<file path="config.mk">
export PLATFORM = sky130hd
export DESIGN_NAME = lcd_raster_timer
export DESIGN_NICKNAME = d
export VERILOG_FILES = /design/src/rtl/lcd_raster_pkg.sv /design/src/rtl/lcd_pixclk_gen.sv /design/src/rtl/lcd_axis_ctr.sv /design/src/rtl/lcd_raster_timer.sv
export SDC_FILE = /design/constraint.sdc
export NUM_CORES = 1
export LEC_CHECK = 0
export BUFFER_PORTS_ARGS = -buffer_cell sky130_fd_sc_hd__buf_2
export CORE_UTILIZATION = 25
export DETAILED_ROUTE_END_ITERATION = 8
export GPL_TIMING_DRIVEN = 0
export PLACE_DENSITY = 0.51
export REMOVE_ABC_BUFFERS = 1
export SYNTH_ARGS = -nofsm -noshare
export SYNTH_HDL_FRONTEND = slang
export SYNTH_SLANG_ARGS = --single-unit
</file>
<file path="constraint.sdc">
create_clock -name clk -period 15.75 [get_ports clk]
set_input_delay 3.15 -clock clk [delete_from_list [all_inputs] [get_ports clk]]
set_output_delay 3.15 -clock clk [all_outputs]
set_load 0.02 [all_outputs]
</file>
<file path="src/rtl/lcd_raster_pkg.sv">
package lcd_raster_pkg;

   typedef enum logic {
      RST_IDLE   = 1'b0,
      RST_ACTIVE = 1'b1
   } raster_state_e;

   // pick the larger of two widths
   function automatic int wmax(input int a, input int b);
      return (a > b) ? a : b;
   endfunction

endpackage

</file>
<file path="src/rtl/lcd_pixclk_gen.sv">
module lcd_pixclk_gen #(
   parameter int DIV_W     = 8,
   parameter bit BYPASS_EN = 1'b1
) (
   input  logic             clk,
   input  logic             rst_n,
   input  logic             run,
   input  logic             bypass,
   input  logic [DIV_W-1:0] div,
   output logic             ce
);
   localparam int CNT_W = DIV_W + 1;

   logic [CNT_W-1:0] cnt;
   logic [CNT_W-1:0] last_cnt;
   logic             byp_eff;

   initial begin : param_chk
      assert (DIV_W >= 1) else $error("lcd_pixclk_gen: DIV_W must be at least 1");
   end

   generate
      if (BYPASS_EN) begin : g_byp
         assign byp_eff = bypass;
      end else begin : g_nobyp
         assign byp_eff = 1'b0;
      end
   endgenerate

   // period of 2*(div+1) clocks ends at count 2*div+1
   assign last_cnt = {div, 1'b1};
   assign ce       = run && (byp_eff || (cnt == last_cnt));

   always_ff @(posedge clk or negedge rst_n) begin
      if (!rst_n)
         cnt <= '0;
      else if (!run || byp_eff || (cnt == last_cnt))
         cnt <= '0;
      else
         cnt <= cnt + 1'b1;
   end


   ce_gap_chk: assert property (@(posedge clk) disable iff (!rst_n)
      (ce && !byp_eff) |=> (!ce || byp_eff))
      else $error("pixel enable on consecutive clocks while dividing");


   ce_byp_chk: assert property (@(posedge clk) disable iff (!rst_n)
      (run && byp_eff) |-> ce)
      else $error("bypass did not give a pixel enable");

endmodule

</file>
<file path="src/rtl/lcd_axis_ctr.sv">
module lcd_axis_ctr #(
   parameter int CW    = 13,
   parameter int IDX_W = 11
) (
   input  logic             clk,
   input  logic             rst_n,
   input  logic             run,
   input  logic             step,
   input  logic [CW-1:0]    sync_len,
   input  logic [CW-1:0]    back_len,
   input  logic [CW-1:0]    act_len,
   input  logic [CW-1:0]    front_len,
   output logic             at_last,
   output logic             in_sync,
   output logic             in_act,
   output logic             at_first_act,
   output logic [IDX_W-1:0] act_idx
);
   logic [CW-1:0] pos;
   logic [CW-1:0] total;
   logic [CW-1:0] act_lo;
   logic [CW-1:0] act_hi;

   initial begin : param_chk
      assert (CW > IDX_W) else $error("lcd_axis_ctr: CW must exceed IDX_W");
   end

   assign act_lo       = sync_len + back_len;
   assign act_hi       = act_lo + act_len;
   assign total        = act_hi + front_len;
   assign at_last      = (pos == total - 1'b1);
   assign in_sync      = (pos < sync_len);
   assign in_act       = (pos >= act_lo) && (pos < act_hi);
   assign at_first_act = (pos == act_lo);
   assign act_idx      = in_act ? IDX_W'(pos - act_lo) : '0;

   always_ff @(posedge clk or negedge rst_n) begin
      if (!rst_n)
         pos <= '0;
      else if (!run)
         pos <= '0;
      else if (step)
         pos <= at_last ? '0 : pos + 1'b1;
   end


   pos_bound_chk: assert property (@(posedge clk) disable iff (!rst_n)
      run |-> (pos < total))
      else $error("axis position beyond its period");

endmodule

</file>
<file path="src/rtl/lcd_raster_timer.sv">
module lcd_raster_timer
   import lcd_raster_pkg::*;
#(
   parameter int DIV_W     = 8,
   parameter int HP_W      = 8,
   parameter int VPW_W     = 6,
   parameter int VP_W      = 8,
   parameter int ACT_W     = 11,
   parameter bit BYPASS_EN = 1'b1
) (
   input  logic             clk,
   input  logic             rst_n,
   input  logic             pwr_en,
   input  logic             cfg_bypass,
   input  logic [DIV_W-1:0] cfg_clkdiv,
   input  logic             cfg_hs_inv,
   input  logic             cfg_vs_inv,
   input  logic [HP_W-1:0]  cfg_hpw,
   input  logic [HP_W-1:0]  cfg_hbp,
   input  logic [HP_W-1:0]  cfg_hfp,
   input  logic [ACT_W-1:0] cfg_hact,
   input  logic [VPW_W-1:0] cfg_vpw,
   input  logic [VP_W-1:0]  cfg_vbp,
   input  logic [VP_W-1:0]  cfg_vfp,
   input  logic [ACT_W-1:0] cfg_vact,
   output logic             pix_ce,
   output logic             hsync,
   output logic             vsync,
   output logic             de,
   output logic [ACT_W-1:0] px_x,
   output logic [ACT_W-1:0] px_y,
   output logic             frame_start,
   output logic             busy
);
   localparam int PW_MAX = wmax(HP_W, wmax(VPW_W, VP_W));
   localparam int CW     = wmax(ACT_W, PW_MAX) + 2;

   initial begin : param_chk
      assert (ACT_W >= 2) else $error("lcd_raster_timer: ACT_W too small");
      assert (HP_W >= 1 && VPW_W >= 1 && VP_W >= 1)
         else $error("lcd_raster_timer: porch widths must be positive");
   end

   raster_state_e    state;
   logic             run;
   logic             cfg_load;
   logic             frame_wrap;
   logic             v_step;

   logic             byp_q, hs_inv_q, vs_inv_q;
   logic [DIV_W-1:0] div_q;
   logic [HP_W-1:0]  hpw_q, hbp_q, hfp_q;
   logic [VPW_W-1:0] vpw_q;
   logic [VP_W-1:0]  vbp_q, vfp_q;
   logic [ACT_W-1:0] hact_q, vact_q;

   logic [CW-1:0]    h_s, h_b, h_a, h_f;
   logic [CW-1:0]    v_s, v_b, v_a, v_f;

   logic             h_last, h_sync_ph, h_act, h_first;
   logic             v_last, v_sync_ph, v_act, v_first;
   logic [ACT_W-1:0] h_idx, v_idx;

   assign run        = (state == RST_ACTIVE);
   assign v_step     = pix_ce && h_last;
   assign frame_wrap = v_step && v_last;
   assign cfg_load   = !run || frame_wrap;

   // power sequencing: start at once, stop only at a frame end
   always_ff @(posedge clk or negedge rst_n) begin
      if (!rst_n)
         state <= RST_IDLE;
      else begin
         case (state)
            RST_IDLE:   if (pwr_en) state <= RST_ACTIVE;
            RST_ACTIVE: if (frame_wrap && !pwr_en) state <= RST_IDLE;
            default:    state <= RST_IDLE;
         endcase
      end
   end

   // configuration shadow, loaded while idle and at frame boundaries
   always_ff @(posedge clk or negedge rst_n) begin
      if (!rst_n) begin
         byp_q    <= 1'b0;
         hs_inv_q <= 1'b0;
         vs_inv_q <= 1'b0;
         div_q    <= '0;
         hpw_q    <= '0;
         hbp_q    <= '0;
         hfp_q    <= '0;
         hact_q   <= '0;
         vpw_q    <= '0;
         vbp_q    <= '0;
         vfp_q    <= '0;
         vact_q   <= '0;
      end else if (cfg_load) begin
         byp_q    <= cfg_bypass;
         hs_inv_q <= cfg_hs_inv;
         vs_inv_q <= cfg_vs_inv;
         div_q    <= cfg_clkdiv;
         hpw_q    <= cfg_hpw;
         hbp_q    <= cfg_hbp;
         hfp_q    <= cfg_hfp;
         hact_q   <= cfg_hact;
         vpw_q    <= cfg_vpw;
         vbp_q    <= cfg_vbp;
         vfp_q    <= cfg_vfp;
         vact_q   <= cfg_vact;
      end
   end

   // field decoding: minus-one fields gain one, raw vertical porches pass
   assign h_s = CW'(hpw_q)  + CW'(1);
   assign h_b = CW'(hbp_q)  + CW'(1);
   assign h_a = CW'(hact_q) + CW'(1);
   assign h_f = CW'(hfp_q)  + CW'(1);
   assign v_s = CW'(vpw_q)  + CW'(1);
   assign v_b = CW'(vbp_q);
   assign v_a = CW'(vact_q) + CW'(1);
   assign v_f = CW'(vfp_q);

   lcd_pixclk_gen #(
      .DIV_W     (DIV_W),
      .BYPASS_EN (BYPASS_EN)
   ) u_pclk (
      .clk    (clk),
      .rst_n  (rst_n),
      .run    (run),
      .bypass (byp_q),
      .div    (div_q),
      .ce     (pix_ce)
   );

   lcd_axis_ctr #(
      .CW    (CW),
      .IDX_W (ACT_W)
   ) u_hctr (
      .clk          (clk),
      .rst_n        (rst_n),
      .run          (run),
      .step         (pix_ce),
      .sync_len     (h_s),
      .back_len     (h_b),
      .act_len      (h_a),
      .front_len    (h_f),
      .at_last      (h_last),
      .in_sync      (h_sync_ph),
      .in_act       (h_act),
      .at_first_act (h_first),
      .act_idx      (h_idx)
   );

   lcd_axis_ctr #(
      .CW    (CW),
      .IDX_W (ACT_W)
   ) u_vctr (
      .clk          (clk),
      .rst_n        (rst_n),
      .run          (run),
      .step         (v_step),
      .sync_len     (v_s),
      .back_len     (v_b),
      .act_len      (v_a),
      .front_len    (v_f),
      .at_last      (v_last),
      .in_sync      (v_sync_ph),
      .in_act       (v_act),
      .at_first_act (v_first),
      .act_idx      (v_idx)
   );

   assign hsync       = (run && h_sync_ph) ^ hs_inv_q;
   assign vsync       = (run && v_sync_ph) ^ vs_inv_q;
   assign de          = run && h_act && v_act;
   assign px_x        = de ? h_idx : '0;
   assign px_y        = de ? v_idx : '0;
   assign frame_start = pix_ce && de && h_first && v_first;
   assign busy        = run;


   busy_drop_chk: assert property (@(posedge clk) disable iff (!rst_n)
      $fell(busy) |-> ($past(frame_wrap) && !$past(pwr_en)))
      else $error("busy fell away from a frame end");


   idle_quiet_chk: assert property (@(posedge clk) disable iff (!rst_n)
      !busy |-> (!de && !pix_ce && !frame_start && px_x == '0 && px_y == '0))
      else $error("activity while idle");


   de_blank_sync_chk: assert property (@(posedge clk) disable iff (!rst_n)
      de |-> (hsync == hs_inv_q && vsync == vs_inv_q))
      else $error("data enable during a sync pulse");


   fs_origin_chk: assert property (@(posedge clk) disable iff (!rst_n)
      frame_start |-> (de && pix_ce && px_x == '0 && px_y == '0))
      else $error("frame start away from the first active pixel");


   cfg_hold_chk: assert property (@(posedge clk) disable iff (!rst_n)
      (busy && !frame_wrap) |=> ($stable(hact_q) && $stable(div_q) && $stable(hs_inv_q)))
      else $error("configuration changed mid-frame");

endmodule

</file>
==> metrics.txt <==
status finished, final reports clean; Synth warnings 0; actual slew at the worst max-slew pin around 1.0 ns; slowest stage cell, crit path a2111oi_0; pwr dens 206 nW/um^2; Die Height 203 um; postcts setup bufs 0; DIE AREA 41200 um^2; Post-Syn Instances 1073; Synth area leader dfrtp_1; crit start category flip-flop; global-route wire length before repair 43700 um; clock skew between 0.008 and 0.009 ns; Die W 203 um; fmax 97.1 MHz; LEAKAGE ~0.0056 uW; vias in the first global route 8206; Synth Flop Type dfrtp_1; CTS root buf clkbuf_16; worst hold path class flip-flop to flip-flop; register area share after synthesis between 20% and 30%; Max clock buf depth 2; Critical Path RT between 10 and 15 ns; Pins Over Slew Limit 0; Post-synth EDFFs 0; # IOs between 100 and 150; cell area after synthesis 10100 um^2; time the worst path needs with I/O delays and setup slightly above 10 ns; # resized after CTS 0; Initial DRC Count about 320; fin nets 1383; DR vias/cell 4.70; Reg clk slew, reported paths 0.06 ns; ratio of cells with drive above 1 in the final layout 20.9%; RSZ-0062 raised after global routing false; post-layout util 29.7%; gpl congestion 0.792; Net Sw Power 1100 uW; total gr overflow 0; Routed Antenna Nets 0; P_int roughly 1300 uW; Max VDD drop 0.0929 mV; Synth top area share around 28%; cts bufs inserted 17; CTS tree built; core area 39800 um^2; combinational share of power 66.8%; Setup violations, final 0; Num Clock Sinks between 100 and 150; # H-tree levels 4; initial core utilization 25.4%; Max-Cap Viols 0; Seq pwr share 15.6%; CP Max Fanout 10; Sw Share 45.2%; Setup TNS 0 ns; Slew HR 32.0%; DRT Wirelength about 27000 um; dpl hpwl ~21000 um; CP Capture Type primary output; Avg Cell Area, Syn ~9.4 um^2; Area Overhead vs Synth 17.1%; Worst Setup SP hpw_q[0]; Clk pwr share 17.7%; Netlist cell types 74; async set-reset flop share out of synthesis 100%; vias 8052; period utilisation layout 65.4%; Reg-to-Reg Start vpw_q[0]; total track usage 13.6%; per-cell routed wire length 15.5 um; # hold bufs at CTS 0; Crit path top cell by count ha_1; max incr delay on CP 0.47 ns; post-synthesis register bit count 115; Diodes inserted 0; Site Rows 73; antenna violations before repair 0; Crit Path Category flip-flop to primary output; Hold Violations, Final 0; worst skew pair latency 0.44 ns; DRC 0; min-delay src vfp_q[2]; PortBufs 109; CP Data Arrival Time 7.15 ns; largest net degree at the start of global routing 79; drt pass-1 iters 5; Area contributors post-synth dfrtp_1 (28%), ha_1 (14%), xnor2_1 (5.8%)
-- kinds of logic (layout without fill, tap and decap cells) --
kind of cell / Yosys count / after routing / share of synthesized area [%]
AOI/OAI and AO/OA: 234 / 234 / 15.5
xor gates and xnor gates: 108 / 108 / 9.57
adders and majority gates: 126 / 126 / 16.1
buffers and inverters: 135 / 252 / 5.89
DFF: 115 / 115 / 28.5
muxes: 84 / 84 / 10.6
and+or+nand+nor: 271 / 271 / 13.9
-- state kept, by name, indices dropped and copies added, names as in the netlist --
register,count
u_hctr.pos,13
u_vctr.pos,13
hact_q,11
vact_q,11
u_pclk.cnt,9
div_q,8
hbp_q,8
hfp_q,8
hpw_q,8
vbp_q,8
vfp_q,8
vpw_q,6
busy,1
byp_q,1
hs_inv_q,1
vs_inv_q,1
-- area by class of cell --
| type | instances | area, um^2 |
|---|---|---|
| multi-input cells | 823 | 6640 |
| inverters | 108 | 405 |
| repair buffers | 112 | 614 |
| fillers | 4284 | 28000 |
| flip-flops and latches | 115 | 2880 |
| clock inverters | 12 | 176 |
| well taps | 525 | 657 |
| clock buffers | 20 | 467 |
-- power groups by stage --
stage          registers (uW)  logic, uW  clock network (uW)
2_1_floorplan             366       1310                   0
3_3_place_gp              384       1610                   0
3_5_place_dp              384       1630                   0
4_1_cts                   380       1640                 444
5_1_grt                   385       1870                 455
6_report                  379       1630                 430
-- routing by layer --
layer  share of wire (%)  vias up  global-route usage, %
met4                 2.0        0                   5.08
met3                 4.4       26                   3.34
li1                    -     4030                      -
met1                  48     3886                   17.9
met5                   0        -                      0
met2                  45      110                   21.5
-- worst max-delay path, delay by kind of cell, from the launching register on --
family,cells,cell delay [ns]
AOI/OAI and AO/OA,12,2.83
xor gates and xnor gates,2,0.55
adders and majority gates,4,1.13
buffers and inverters,2,0.57
DFF,1,0.44
and+or+nand+nor,6,1.19
-- worst paths after layout --
path                       depth (start not counted)  slack [ns]         end
setup / recovery                                  26        5.45     px_y[5]
hold / removal                                     1        0.51    vfp_q[2]
setup reg to reg                                  28        8.31    div_q[7]
hold reg to reg                                    1        0.51    vfp_q[2]
max in group asynchronous                          2       12.39  hact_q[10]
min in group asynchronous                          1        2.61    vpw_q[2]
-- synth_stat cells, types with 4 or more instances --
cell type / count
ha_1: 116
dfrtp_1: 115
inv_1: 108
xnor2_1: 67
nor2_1: 64
a21oi_1: 52
mux2_2: 49
o21ai_0: 48
nand2_1: 46
xor2_1: 39
mux2_4: 33
nand3_1: 31
a21o_1: 30
nor3_1: 22
o21a_1: 22
and3_1: 19
a31oi_1: 16
nand4_1: 15
nand2b_1: 14
clkbuf_1: 13
nor2b_1: 13
nor4_1: 11
o21bai_1: 9
and2_1: 8
fa_1: 8
a211oi_1: 7
a2111oi_0: 6
or2_2: 6
buf_4: 5
o211ai_1: 5
or3_1: 5
a21boi_0: 4
a22o_1: 4
o31a_1: 4
-- metrics by stage --
stage                     cells  hold slack (ns)  setup WS, ns  cell area [um^2]  total power, uW
after floorplan            1046            0.481          6.90              9920             1680
after global placement     1680            0.496          5.55             11100             1990
after detailed placement   1683            0.499          5.80             11200             2010
after CTS                  1715            0.514          5.26             11800             2460
after global routing       1715            0.523          4.77             11800             2710
final                      1715            0.510          5.45             11800             2430
-- layout by cell type (no fill, tap or decap), types with 5 or more instances in the layout --
master	count
ha_1	116
dfrtp_1	115
inv_1	108
buf_2	108
xnor2_1	67
nor2_1	64
a21oi_1	52
mux2_2	49
o21ai_0	48
nand2_1	46
xor2_1	39
mux2_4	33
nand3_1	31
a21o_1	30
o21a_1	22
nor3_1	22
and3_1	19
clkbuf_16	17
a31oi_1	16
nand4_1	15
nand2b_1	14
nor2b_1	13
nor4_1	11
o21bai_1	9
and2_1	8
fa_1	8
a211oi_1	7
a2111oi_0	6
or2_2	6
o211ai_1	5
or3_1	5
(Power assumes the default switching activity.)
